===== src/rtl/scr_pkg.sv =====
// Shared definitions for the serial control/calibration port.
// Assumes a 24-bit control word with the field order below.
package scr_pkg;
    localparam int WORD_W  = 24;
    localparam int SHORT_W = 16;
    localparam int NUM_CH  = 3;
    localparam int CH_W    = 2;
    localparam int CNT_W   = $clog2(WORD_W + 1);

    localparam logic [2:0] MODE_NORMAL = 3'b000;
    localparam logic [2:0] MODE_ZS     = 3'b110;
    localparam logic [2:0] MODE_FS     = 3'b111;

    // Control word layout, MSB first.
    typedef struct packed {
        logic [2:0]  mode;
        logic [2:0]  gain;
        logic [1:0]  chan;
        logic        wide;
        logic        rtd;
        logic        bo;
        logic        uni;
        logic [11:0] filt;
    } ctrl_t;

    // Destination of a frame, fixed when the frame opens.
    typedef enum logic [1:0] {
        TGT_CTRL = 2'd0,
        TGT_ZS   = 2'd1,
        TGT_FS   = 2'd2,
        TGT_DATA = 2'd3
    } tgt_t;
endpackage


===== src/rtl/scr_shifter.sv =====
// Serial frame engine. Detects frame opening and rising serial-clock edges
// in the clk domain. Shifts write bits in and read bits out, counts up to W
// edges and ignores the rest. Issues one commit pulse when a write frame
// reaches W bits.
// Assumes sclk and frame_n are already synchronous to clk and slow enough
// that each sclk level lasts at least one clk period.
module scr_shifter #(
    parameter int W     = 24,
    parameter int CNT_W = $clog2(W + 1)
) (
    input  logic             clk,
    input  logic             rst_n,
    input  logic             frame_n,
    input  logic             sclk,
    input  logic             sdi,
    input  logic             rd_req,
    input  logic [1:0]       tag_in,
    input  logic [W-1:0]     ld_word,
    input  logic [CNT_W-1:0] ld_len,
    output logic             sdo,
    output logic             wr_done,
    output logic [W-1:0]     wr_word,
    output logic [1:0]       tag_q
);
    logic             sclk_q, frame_q, in_frame, rd_q, done_q;
    logic [CNT_W-1:0] cnt, len_q;
    logic [W-1:0]     in_sr, out_sr;
    logic             start, sclk_rise, take;

    // Edge detection for frame opening and serial-clock rise.
    always_comb begin
        start     = frame_q & ~frame_n;
        sclk_rise = sclk & ~sclk_q;
        take      = in_frame & ~frame_n & sclk_rise & (cnt < CNT_W'(W));
    end

    // Frame state, bit counter and the two shift registers.
    always_ff @(posedge clk) begin
        if (!rst_n) begin
            sclk_q   <= 1'b0;
            frame_q  <= 1'b1;
            in_frame <= 1'b0;
            rd_q     <= 1'b0;
            done_q   <= 1'b0;
            cnt      <= '0;
            len_q    <= '0;
            in_sr    <= '0;
            out_sr   <= '0;
            tag_q    <= '0;
        end else begin
            sclk_q  <= sclk;
            frame_q <= frame_n;
            done_q  <= 1'b0;
            if (start) begin
                in_frame <= 1'b1;
                cnt      <= '0;
                rd_q     <= rd_req;
                out_sr   <= ld_word;
                len_q    <= ld_len;
                tag_q    <= tag_in;
                in_sr    <= '0;
            end else begin
                if (frame_n) in_frame <= 1'b0;
                if (take) begin
                    in_sr  <= {in_sr[W-2:0], sdi};
                    out_sr <= {out_sr[W-2:0], 1'b0};
                    cnt    <= cnt + 1'b1;
                    if (!rd_q && cnt == CNT_W'(W - 1)) done_q <= 1'b1;
                end
            end
        end
    end

    // Read data appears only inside an open read frame and within its length.
    always_comb begin
        sdo     = (in_frame && !frame_n && rd_q && cnt < len_q) ? out_sr[W-1] : 1'b0;
        wr_done = done_q;
        wr_word = in_sr;
    end

    assert_cnt_limit_R4: assert property (@(posedge clk) disable iff (!rst_n)
        cnt <= CNT_W'(W));
    assert_single_commit_R4: assert property (@(posedge clk) disable iff (!rst_n)
        done_q |=> !done_q);
    assert_sdo_quiet_R10: assert property (@(posedge clk) disable iff (!rst_n)
        frame_n |=> !sdo);
endmodule


===== src/rtl/scr_ctrl.sv =====
// Control word register. Loads a full word on a commit pulse. Otherwise a
// clear request zeroes the mode bits. Otherwise it holds.
// Assumes the commit pulse only arrives after a complete 24-bit frame.
module scr_ctrl #(
    parameter int W      = 24,
    parameter int MODE_W = 3
) (
    input  logic         clk,
    input  logic         rst_n,
    input  logic         wr_en,
    input  logic [W-1:0] wr_word,
    input  logic         clr,
    output logic [W-1:0] ctrl_q
);
    localparam int REST_W = W - MODE_W;

    // Control word update; a committing write takes priority over a clear.
    always_ff @(posedge clk) begin
        if (!rst_n)     ctrl_q <= '0;
        else if (wr_en) ctrl_q <= wr_word;
        else if (clr)   ctrl_q <= {{MODE_W{1'b0}}, ctrl_q[REST_W-1:0]};
    end

    assert_hold_R3: assert property (@(posedge clk) disable iff (!rst_n)
        (!wr_en && !clr) |=> $stable(ctrl_q));
    assert_clear_mode_R9: assert property (@(posedge clk) disable iff (!rst_n)
        (clr && !wr_en) |=> (ctrl_q[W-1:REST_W] == '0));
    assert_clear_keeps_rest_R9: assert property (@(posedge clk) disable iff (!rst_n)
        (clr && !wr_en) |=> $stable(ctrl_q[REST_W-1:0]));
endmodule


===== src/rtl/scr_coef.sv =====
// Calibration coefficient bank: one zero-scale and one full-scale word per
// channel. Write channels at or above NUM_CH are dropped, and reads of them
// return zero.
module scr_coef #(
    parameter int W      = 24,
    parameter int NUM_CH = 3,
    parameter int CH_W   = 2
) (
    input  logic            clk,
    input  logic            rst_n,
    input  logic            we,
    input  logic            sel_fs,
    input  logic [CH_W-1:0] wch,
    input  logic [W-1:0]    wdata,
    input  logic [CH_W-1:0] rch,
    output logic [W-1:0]    zs_rd,
    output logic [W-1:0]    fs_rd
);
    logic [NUM_CH-1:0][W-1:0] zs_q, fs_q;

    for (genvar g = 0; g < NUM_CH; g++) begin : g_ch
        // Per-channel storage for both coefficient words.
        always_ff @(posedge clk) begin
            if (!rst_n) begin
                zs_q[g] <= '0;
                fs_q[g] <= '0;
            end else if (we && wch == CH_W'(g)) begin
                if (sel_fs) fs_q[g] <= wdata;
                else        zs_q[g] <= wdata;
            end
        end
    end

    // Read selection for the addressed channel.
    always_comb begin
        zs_rd = '0;
        fs_rd = '0;
        for (int i = 0; i < NUM_CH; i++) begin
            if (rch == CH_W'(i)) begin
                zs_rd = zs_q[i];
                fs_rd = fs_q[i];
            end
        end
    end

    assert_coef_hold_R5: assert property (@(posedge clk) disable iff (!rst_n)
        !we |=> ($stable(zs_q) && $stable(fs_q)));
    assert_bad_chan_R5: assert property (@(posedge clk) disable iff (!rst_n)
        (we && wch >= CH_W'(NUM_CH)) |=> ($stable(zs_q) && $stable(fs_q)));
endmodule


===== src/rtl/ser_ctrl_port.sv =====
// Top of the serial control/calibration port. Chooses the frame target from
// the select input and the mode field, feeds the frame engine with the word
// to read, routes committed writes, and decodes the control word.
// Assumes the channel field does not change during a coefficient frame.
module ser_ctrl_port
    import scr_pkg::*;
#(
    parameter int NUM_CHAN = NUM_CH,
    parameter int SHORT_LEN = SHORT_W
) (
    input  logic                   clk,
    input  logic                   rst_n,
    input  logic                   frame_n,
    input  logic                   sclk,
    input  logic                   sdi,
    output logic                   sdo,
    input  logic                   sel,
    input  logic                   xfer_rd,
    input  logic [WORD_W-1:0]      conv_data,
    input  logic                   mode_clr,
    output logic [2:0]             mode,
    output logic [2:0]             gain_code,
    output logic [(1<<3)-1:0]      gain_mult,
    output logic [CH_W-1:0]        chan,
    output logic                   wide_word,
    output logic                   rtd_en,
    output logic                   burnout_en,
    output logic                   unipolar,
    output logic [11:0]            filt_code,
    output logic [WORD_W-1:0]      zs_coef,
    output logic [WORD_W-1:0]      fs_coef
);
    localparam int PAD_W = WORD_W - SHORT_LEN;
    localparam int GM_W  = 1 << 3;

    logic [WORD_W-1:0] ctrl_q, wr_word, ld_word;
    logic [CNT_W-1:0]  ld_len;
    logic [1:0]        tag_q;
    ctrl_t             cw;
    tgt_t              tgt, tgt_q;
    logic              wr_done, ctrl_we, coef_we;

    // Field decode of the stored control word.
    always_comb begin
        cw         = ctrl_t'(ctrl_q);
        mode       = cw.mode;
        gain_code  = cw.gain;
        gain_mult  = GM_W'(1) << cw.gain;
        chan       = cw.chan;
        wide_word  = cw.wide;
        rtd_en     = cw.rtd;
        burnout_en = cw.bo;
        unipolar   = cw.uni;
        filt_code  = cw.filt;
    end

    // Target selection and read-word preparation for a frame about to open.
    always_comb begin
        if (!sel)                 tgt = TGT_CTRL;
        else if (cw.mode == MODE_ZS) tgt = TGT_ZS;
        else if (cw.mode == MODE_FS) tgt = TGT_FS;
        else                      tgt = TGT_DATA;
        ld_len = CNT_W'(WORD_W);
        case (tgt)
            TGT_CTRL: ld_word = ctrl_q;
            TGT_ZS:   ld_word = zs_coef;
            TGT_FS:   ld_word = fs_coef;
            default: begin
                if (cw.wide) ld_word = conv_data;
                else begin
                    ld_word = {conv_data[WORD_W-1:PAD_W], {PAD_W{1'b0}}};
                    ld_len  = CNT_W'(SHORT_LEN);
                end
            end
        endcase
    end

    // Write routing by the target latched at frame opening.
    always_comb begin
        tgt_q   = tgt_t'(tag_q);
        ctrl_we = wr_done && (tgt_q == TGT_CTRL);
        coef_we = wr_done && (tgt_q == TGT_ZS || tgt_q == TGT_FS);
    end

    scr_shifter #(.W(WORD_W), .CNT_W(CNT_W)) u_shift (
        .clk(clk), .rst_n(rst_n), .frame_n(frame_n), .sclk(sclk), .sdi(sdi),
        .rd_req(xfer_rd), .tag_in(tgt), .ld_word(ld_word), .ld_len(ld_len),
        .sdo(sdo), .wr_done(wr_done), .wr_word(wr_word), .tag_q(tag_q)
    );

    scr_ctrl #(.W(WORD_W), .MODE_W(3)) u_ctrl (
        .clk(clk), .rst_n(rst_n), .wr_en(ctrl_we), .wr_word(wr_word),
        .clr(mode_clr), .ctrl_q(ctrl_q)
    );

    scr_coef #(.W(WORD_W), .NUM_CH(NUM_CHAN), .CH_W(CH_W)) u_coef (
        .clk(clk), .rst_n(rst_n), .we(coef_we), .sel_fs(tgt_q == TGT_FS),
        .wch(cw.chan), .wdata(wr_word), .rch(cw.chan),
        .zs_rd(zs_coef), .fs_rd(fs_coef)
    );

    assert_data_write_dropped_R8: assert property (@(posedge clk) disable iff (!rst_n)
        (wr_done && tgt_q == TGT_DATA) |=> ($stable(ctrl_q) && $stable(zs_coef) && $stable(fs_coef)));
    assert_gain_onehot_R2: assert property (@(posedge clk) disable iff (!rst_n)
        $onehot0(gain_mult) && gain_mult != '0);
endmodule


===== config.mk =====
export PLATFORM = sky130hd
export DESIGN_NAME = ser_ctrl_port
export DESIGN_NICKNAME = d
export VERILOG_FILES = /design/src/rtl/scr_pkg.sv /design/src/rtl/scr_shifter.sv /design/src/rtl/scr_ctrl.sv /design/src/rtl/scr_coef.sv /design/src/rtl/ser_ctrl_port.sv
export SDC_FILE = /design/constraint.sdc
export NUM_CORES = 1
export LEC_CHECK = 0
export BUFFER_PORTS_ARGS = -buffer_cell sky130_fd_sc_hd__buf_2
export CORE_MARGIN = 8
export CORE_UTILIZATION = 25
export CTS_CLUSTER_SIZE = 28
export DETAILED_ROUTE_END_ITERATION = 12
export MAX_ROUTING_LAYER = met4
export PLACE_DENSITY = 0.46
export SLEW_MARGIN = 0
export SYNTH_ARGS = -nofsm -noshare
export SYNTH_HDL_FRONTEND = slang
export SYNTH_SLANG_ARGS = --single-unit

===== constraint.sdc =====
create_clock -name clk -period 1.85 [get_ports clk]
set_input_delay 0.2775 -clock clk [delete_from_list [all_inputs] [get_ports clk]]
set_output_delay 0.2775 -clock clk [all_outputs]
set_load 0.02 [all_outputs]

==> impl_metrics.json, run 1 <==
{
  "die_h_um": 222,
  "synth_seq_area_share_pct": 43.5,
  "cts_root_buffer": "clkbuf_16",
  "worstPathMaxFanout": 6,
  "yosysUniqueCellTypes": 53,
  "drcViolationCount": 0,
  "cp-end-kind": "primary output",
  "start_kind": "flop",
  "hold_depth": 2,
  "area_growth_pct": 46.5,
  "cap_violations": 0,
  "layout_min_cycle_time_ns": 2.20,
  "io_buffers": 112,
  "synth_area_leaders": "dfxtp_1, nand2_1, a21oi_1, mux2i_1, clkbuf_1",
  "fin_nets": 1530,
  "worst_slew_pin_slew_ns": 0.535,
  "cts.sinks": 230,
  "final_antenna_net_count": 0,
  "grt_pass1_wl_um": 60800,
  "coreArea_um2": 41900,
  "cts_tree": "built",
  "globalRouteOverflowTotal": 0,
  "period_share_pct": 119,
  "dr.pass1.iters": 8,
  "drive_gt1_share_pct": 31.8,
  "rr_worst_depth": 8,
  "synth_cells": 1354,
  "hold_viol_final": 0,
  "ys_async_sr_fraction_pct": 0,
  "max_freq_ghz": 0.454,
  "insertion_delay_ns": 0.53,
  "top_level_ports": 113,
  "leakage_nw": 5.25,
  "yosysWarnings": 0,
  "crit_arrival_ns": 1.93,
  "grt_setup_unrepaired": "true",
  "die-area_um2": 49200,
  "first_iter_violations": 782,
  "viasPerCell": 4.89,
  "synth_seq_cells": 230,
  "clockBufferDepth": 3,
  "grt_pass1_vias": 9664,
  "setup_viol": 68,
  "grt_usage_pct": 16.0,
  "vdd_drop_max_mv": 0.640,
  "gp_congestion": 0.793,
  "path_class": "flop to primary output",
  "hp-class": "input pin to flop",
  "setup_ws_ns": -0.354,
  "power_density_nw_per_um2": 682,
  "fin_worst_skew_ns": 0.00738,
  "synth_area_um2": 10600,
  "required_ns": 1.57,
  "whs_ns": 0.0288,
  "place.detailed.hpwl_um": 26100,
  "grt_max_degree": 48,
  "antenna_cells": 0,
  "slew_viol_final": 0,
  "wirelength_um": 40500,
  "outcome": "finished, violations left",
  "synth.top_cell.area_share_pct": 43.5,
  "initial_core_util_pct": 25.3,
  "cts_buffers": 26,
  "wl_per_cell_um": 19.8,
  "fin_util_pct": 37.0,
  "antenna_found_initial": 0,
  "placementRows": 75,
  "synth_nets": 1390,
  "synth-main-ff-cell": "dfxtp_1",
  "htree_levels": 1,
  "clk_pin_slew_ns": 0.06,
  "slew_headroom_pct": 64.3,
  "violations": "setup timing",
  "num_vias": 10000,
  "yosysTopAreaCell": "dfxtp_1",
  "syn_avg_cell_area_um2": 7.81,
  "synth-edff-count": 0,
  "fill_cells": 4214,
  "die_x_um": 222,
  "yosysMostFrequentCell": "nand2_1",
  "synth_commonest_cells": "nand2_1, dfxtp_1, a21oi_1"
}
[worst max-delay path, stage by stage (launching register included)]
cell     delay [ns]
dfxtp_4        0.37
buf_12         0.13
buf_12         0.13
buf_16         0.15
mux2i_4        0.19
buf_6          0.12
o21ai_4        0.16
buf_6          0.14
[logic make-up (layout without fill, tap and decap cells)]
logic type	count (synthesis)	after routing	share of synthesized area, %
buffers and inverters	148	306	6.14
multiplexers	80	80	9.23
AND/OR/NAND/NOR	538	538	21.4
flip-flops	230	230	43.5
adder cells (fa/ha/maj)	4	4	0.473
AO/OA/AOI/OAI	351	351	19.0
XOR/XNOR	3	3	0.248
[path summary, 6_finish.rpt]
| kind | start | to | slack (ns) |
|---|---|---|---|
| max reg2reg | u_ctrl.ctrl_q[17] | u_shift.out_sr[13] | -0.19 |
| max | u_ctrl.ctrl_q[17] | fs_coef[13] | -0.35 |
| min reg2reg | u_coef.fs_q[63] | u_coef.fs_q[63] | 0.45 |
| min | frame_n | u_shift.frame_q | 0.03 |
[layer usage]
| metal | wire (um) | GRT usage, % |
|---|---|---|
| met5 | 0 | - |
| met4 | 644 | 3.31 |
| met3 | 2240 | 3.00 |
| met2 | 18800 | 25.0 |
| met1 | 18800 | 21.3 |
[layout make-up]
cell class	count	area (um^2)	share of cell area, %
Timing Repair Buffer	245	2610	16.9
Clock inverter	9	100	0.646
Inverter	15	61.3	0.396
Clock buffer	37	743	4.79
Tap cell	539	674	4.35
Sequential cell	230	4620	29.8
Multi-Input combinational cell	976	6690	43.1
[report_power, final]
part | total [mW] | internal (mW) | switching [mW]
Sequential | 5.02 | 4.99 | 0.0278
Combinational | 0.386 | 0.150 | 0.236
Clock | 5.17 | 3.06 | 2.11
Total | 10.6 | 8.20 | 2.37
[what timing repair did]
| action | CTS | global route |
|---|---|---|
| hold buffers | 2 | 0 |
| hold endpoints to repair | 2 | 0 |
| gates resized for setup | 247 | 153 |
| pin swaps | 19 | 57 |
| gates cloned | 8 | 4 |
| buffers inserted | 25 | 10 |
| setup endpoints to repair | 52 | 163 |
[sequential cells by signal (all words and copies together), names as in the netlist]
| signal | cells |
|---|---|
| u_coef.fs_q | 72 |
| u_coef.zs_q | 72 |
| u_ctrl.ctrl_q | 24 |
| u_shift.cnt | 5 |
| u_shift.frame_q | 1 |
| u_shift.in_frame | 1 |
| u_shift.len_q | 2 |
| u_shift.out_sr | 24 |
| u_shift.rd_q | 1 |
| u_shift.sclk_q | 1 |
| u_shift.tag_q | 2 |
| u_shift.wr_done | 1 |
| u_shift.wr_word | 24 |
[cells in the final DEF, fill, tap and decap left out, types with 9 or more instances in the layout]
| master | count |
|---|---|
| mux2i_1 | 22 |
| nand2_4 | 29 |
| o2bb2ai_4 | 9 |
| o22ai_1 | 15 |
| o21ai_2 | 13 |
| a21oi_2 | 21 |
| mux2i_2 | 16 |
| clkbuf_16 | 31 |
| a211o_1 | 14 |
| nand2b_1 | 43 |
| mux4_2 | 14 |
| o21ai_4 | 16 |
| a21oi_1 | 185 |
| buf_6 | 70 |
| mux2i_4 | 28 |
| dfxtp_1 | 221 |
| buf_4 | 63 |
| nand3_1 | 12 |
| nor2_1 | 13 |
| o21ai_1 | 15 |
| nand2_1 | 389 |
| buf_2 | 63 |
| inv_1 | 12 |
| buf_12 | 32 |
| nand2_2 | 10 |
[per-stage QoR]
stage | std cells | total power, mW | setup WS (ns) | setup TNS (ns) | area, um^2
final | 2051 | 10.6 | -0.354 | -13.66 | 15500
after global placement | 1962 | 5.49 | -0.0156 | -0.0255 | 12400
after global routing | 2051 | 10.9 | -0.410 | -17.94 | 15500
after floorplan | 1354 | 5.33 | -0.0445 | -0.241 | 10700
after detailed placement | 1962 | 5.49 | -0.0144 | -0.0287 | 12400
after CTS | 2039 | 10.7 | -0.381 | -14.61 | 14700
No activity file was read; power rests on OpenSTA's default activity.
==> run 2: changes to the inputs <==
Settings changed: CORE_ASPECT_RATIO set to 0.9.
==> impl_metrics.json, run 2 (synthesis results as in run 1) <==
{
  "outcome": "finished, violations left",
  "violations": "setup timing",
  "setup_ws_ns": -0.290,
  "required_ns": 1.57,
  "cts_root_buffer": "clkbuf_16",
  "hold_viol_final": 0,
  "setup-tns-final_ns": -13.71,
  "vdd_drop_max_mv": 0.592,
  "coreArea_um2": 41800,
  "fin_util_pct": 36.9,
  "antenna_cells": 0,
  "cts_buffers": 27,
  "fin_worst_skew_ns": 0.0121,
  "dp.cells": 1972,
  "crit_arrival_ns": 1.86,
  "clockBufferDepth": 3,
  "num_vias": 10100,
  "cts.sinks": 230,
  "wirelength_um": 40500,
  "critical_path.cell_chain": "buf_8 -> buf_12 -> mux2i_2 -> o22ai_2 -> buf_4",
  "fin_nets": 1551,
  "crit_buf_inv": 3,
  "first_iter_violations": 628,
  "whs_ns": 0.0332,
  "wl_per_cell_um": 19.5,
  "grt_pass1_vias": 9486,
  "htree_levels": 1,
  "p_clk_share_pct": 49.4,
  "drcViolationCount": 0,
  "cts_tree": "built",
  "path_class": "flop to primary output",
  "layoutNonFillerInstCount": 2083,
  "slew_viol_final": 0,
  "cpMaxStageDelayCell": "dfxtp_4",
  "switching_share_pct": 22.7,
  "final_antenna_net_count": 0,
  "start_kind": "flop",
  "cp_slowest_stage_delay_ns": 0.41,
  "largestRegisters": "u_coef.fs_q x72, u_coef.zs_q x72",
  "area_growth_pct": 45.7,
  "dr.pass1.iters": 7,
  "die_h_um": 211,
  "max_freq_ghz": 0.467,
  "seqPwrFrac_pct": 47.0,
  "cp-end-kind": "primary output",
  "viasPerCell": 4.83,
  "worstPathMaxFanout": 7,
  "leakage_nw": 5.24,
  "placementRows": 71,
  "cap_violations": 0,
  "drive_gt1_share_pct": 33.0,
  "cp_top_family": "buffers and inverters",
  "grt_setup_unrepaired": "true",
  "die_x_um": 233,
  "slew_headroom_pct": 61.9,
  "grt_usage_pct": 15.6,
  "worst_slew_pin_slew_ns": 0.571,
  "initial_core_util_pct": 25.3,
  "final_cell_mix": "nand2_1, dfxtp_1, a21oi_1, buf_4, buf_6",
  "p_int_mw": 8.25,
  "setup_viol": 99,
  "place.detailed.hpwl_um": 26100,
  "p_switching_mw": 2.43,
  "layout_min_cycle_time_ns": 2.14,
  "grt_pass1_wl_um": 58800,
  "period_share_pct": 116,
  "insertion_delay_ns": 0.54,
  "combPwrFrac_pct": 3.6,
  "grt_max_degree": 60,
  "die-area_um2": 49200,
  "clk_pin_slew_ns": 0.06,
  "hp-class": "input pin to flop",
  "top_level_ports": 113,
  "power_density_nw_per_um2": 693,
  "io_buffers": 112,
  "gp_congestion": 0.798,
  "globalRouteOverflowTotal": 0,
  "antenna_found_initial": 0,
  "final_common_cell": "nand2_1"
}
-- run 2: power by group through the flow --
stage | clock (mW) | combinational [mW] | sequential (mW)
after floorplan | 0 | 0.214 | 5.12
after detailed placement | 0 | 0.365 | 5.12
after global routing | 5.59 | 0.423 | 5.02
after CTS | 5.39 | 0.378 | 5.01
after global placement | 0 | 0.365 | 5.12
final | 5.28 | 0.389 | 5.01
-- run 2: metrics by stage --
step	cell area [um^2]	total power, mW	worst slack (ns)
floorplan	10700	5.33	-0.0445
global placement	12300	5.49	0.00194
detailed placement	12300	5.49	-0.000895
CTS	14400	10.8	-0.294
global route	15400	11.0	-0.328
finish	15400	10.7	-0.290
-- run 2: worst register-to-register path: stages, from the launching register on --
cell and delay (ns):
dfxtp_4 0.38, buf_8 0.15, buf_12 0.15, mux2i_2 0.17, buf_4 0.14, buf_4 0.12
buf_4 0.12, buf_4 0.12, buf_4 0.12, nor2_2 0.16, nor4b_2 0.08, o32ai_1 0.25
-- run 2: repair_timing --
item	4_1_cts	5_1_grt
setup buffers	27	23
pin swaps	14	72
cloned	5	10
hold endpoints to repair	3	0
gates resized for setup	214	171
setup endpoints to repair	81	201
hold buffers	3	0
-- run 2: layer usage --
layer,wire length [um],vias to the layer above,global-route usage [%]
met3,2000,51,2.11
li1,-,4920,-
met5,0,-,-
met2,18400,236,24.1
met1,19200,4860,21.7
met4,849,0,2.91
-- run 2: path summary, 6_finish.rpt --
path / startpoint / end / slack, ns / depth (start not counted)
worst max-delay path: u_ctrl.ctrl_q[17] / zs_coef[0] / -0.29 / 5
worst min-delay path: frame_n / u_shift.frame_q / 0.03 / 2
worst max register to register: u_ctrl.ctrl_q[17] / u_shift.out_sr[21] / -0.19 / 11
worst min register to register: u_coef.fs_q[2] / u_coef.fs_q[2] / 0.45 / 2
-- run 2: area by class of cell --
type                       instances  area, um^2
multi-input combinational        976        6500
clock inverter                     8        71.3
fill                            4245       26300
inverter                          15        58.8
timing repair buffer             265        2670
sequential                       230        4620
clock buffer                      42         802
tap                              547         684
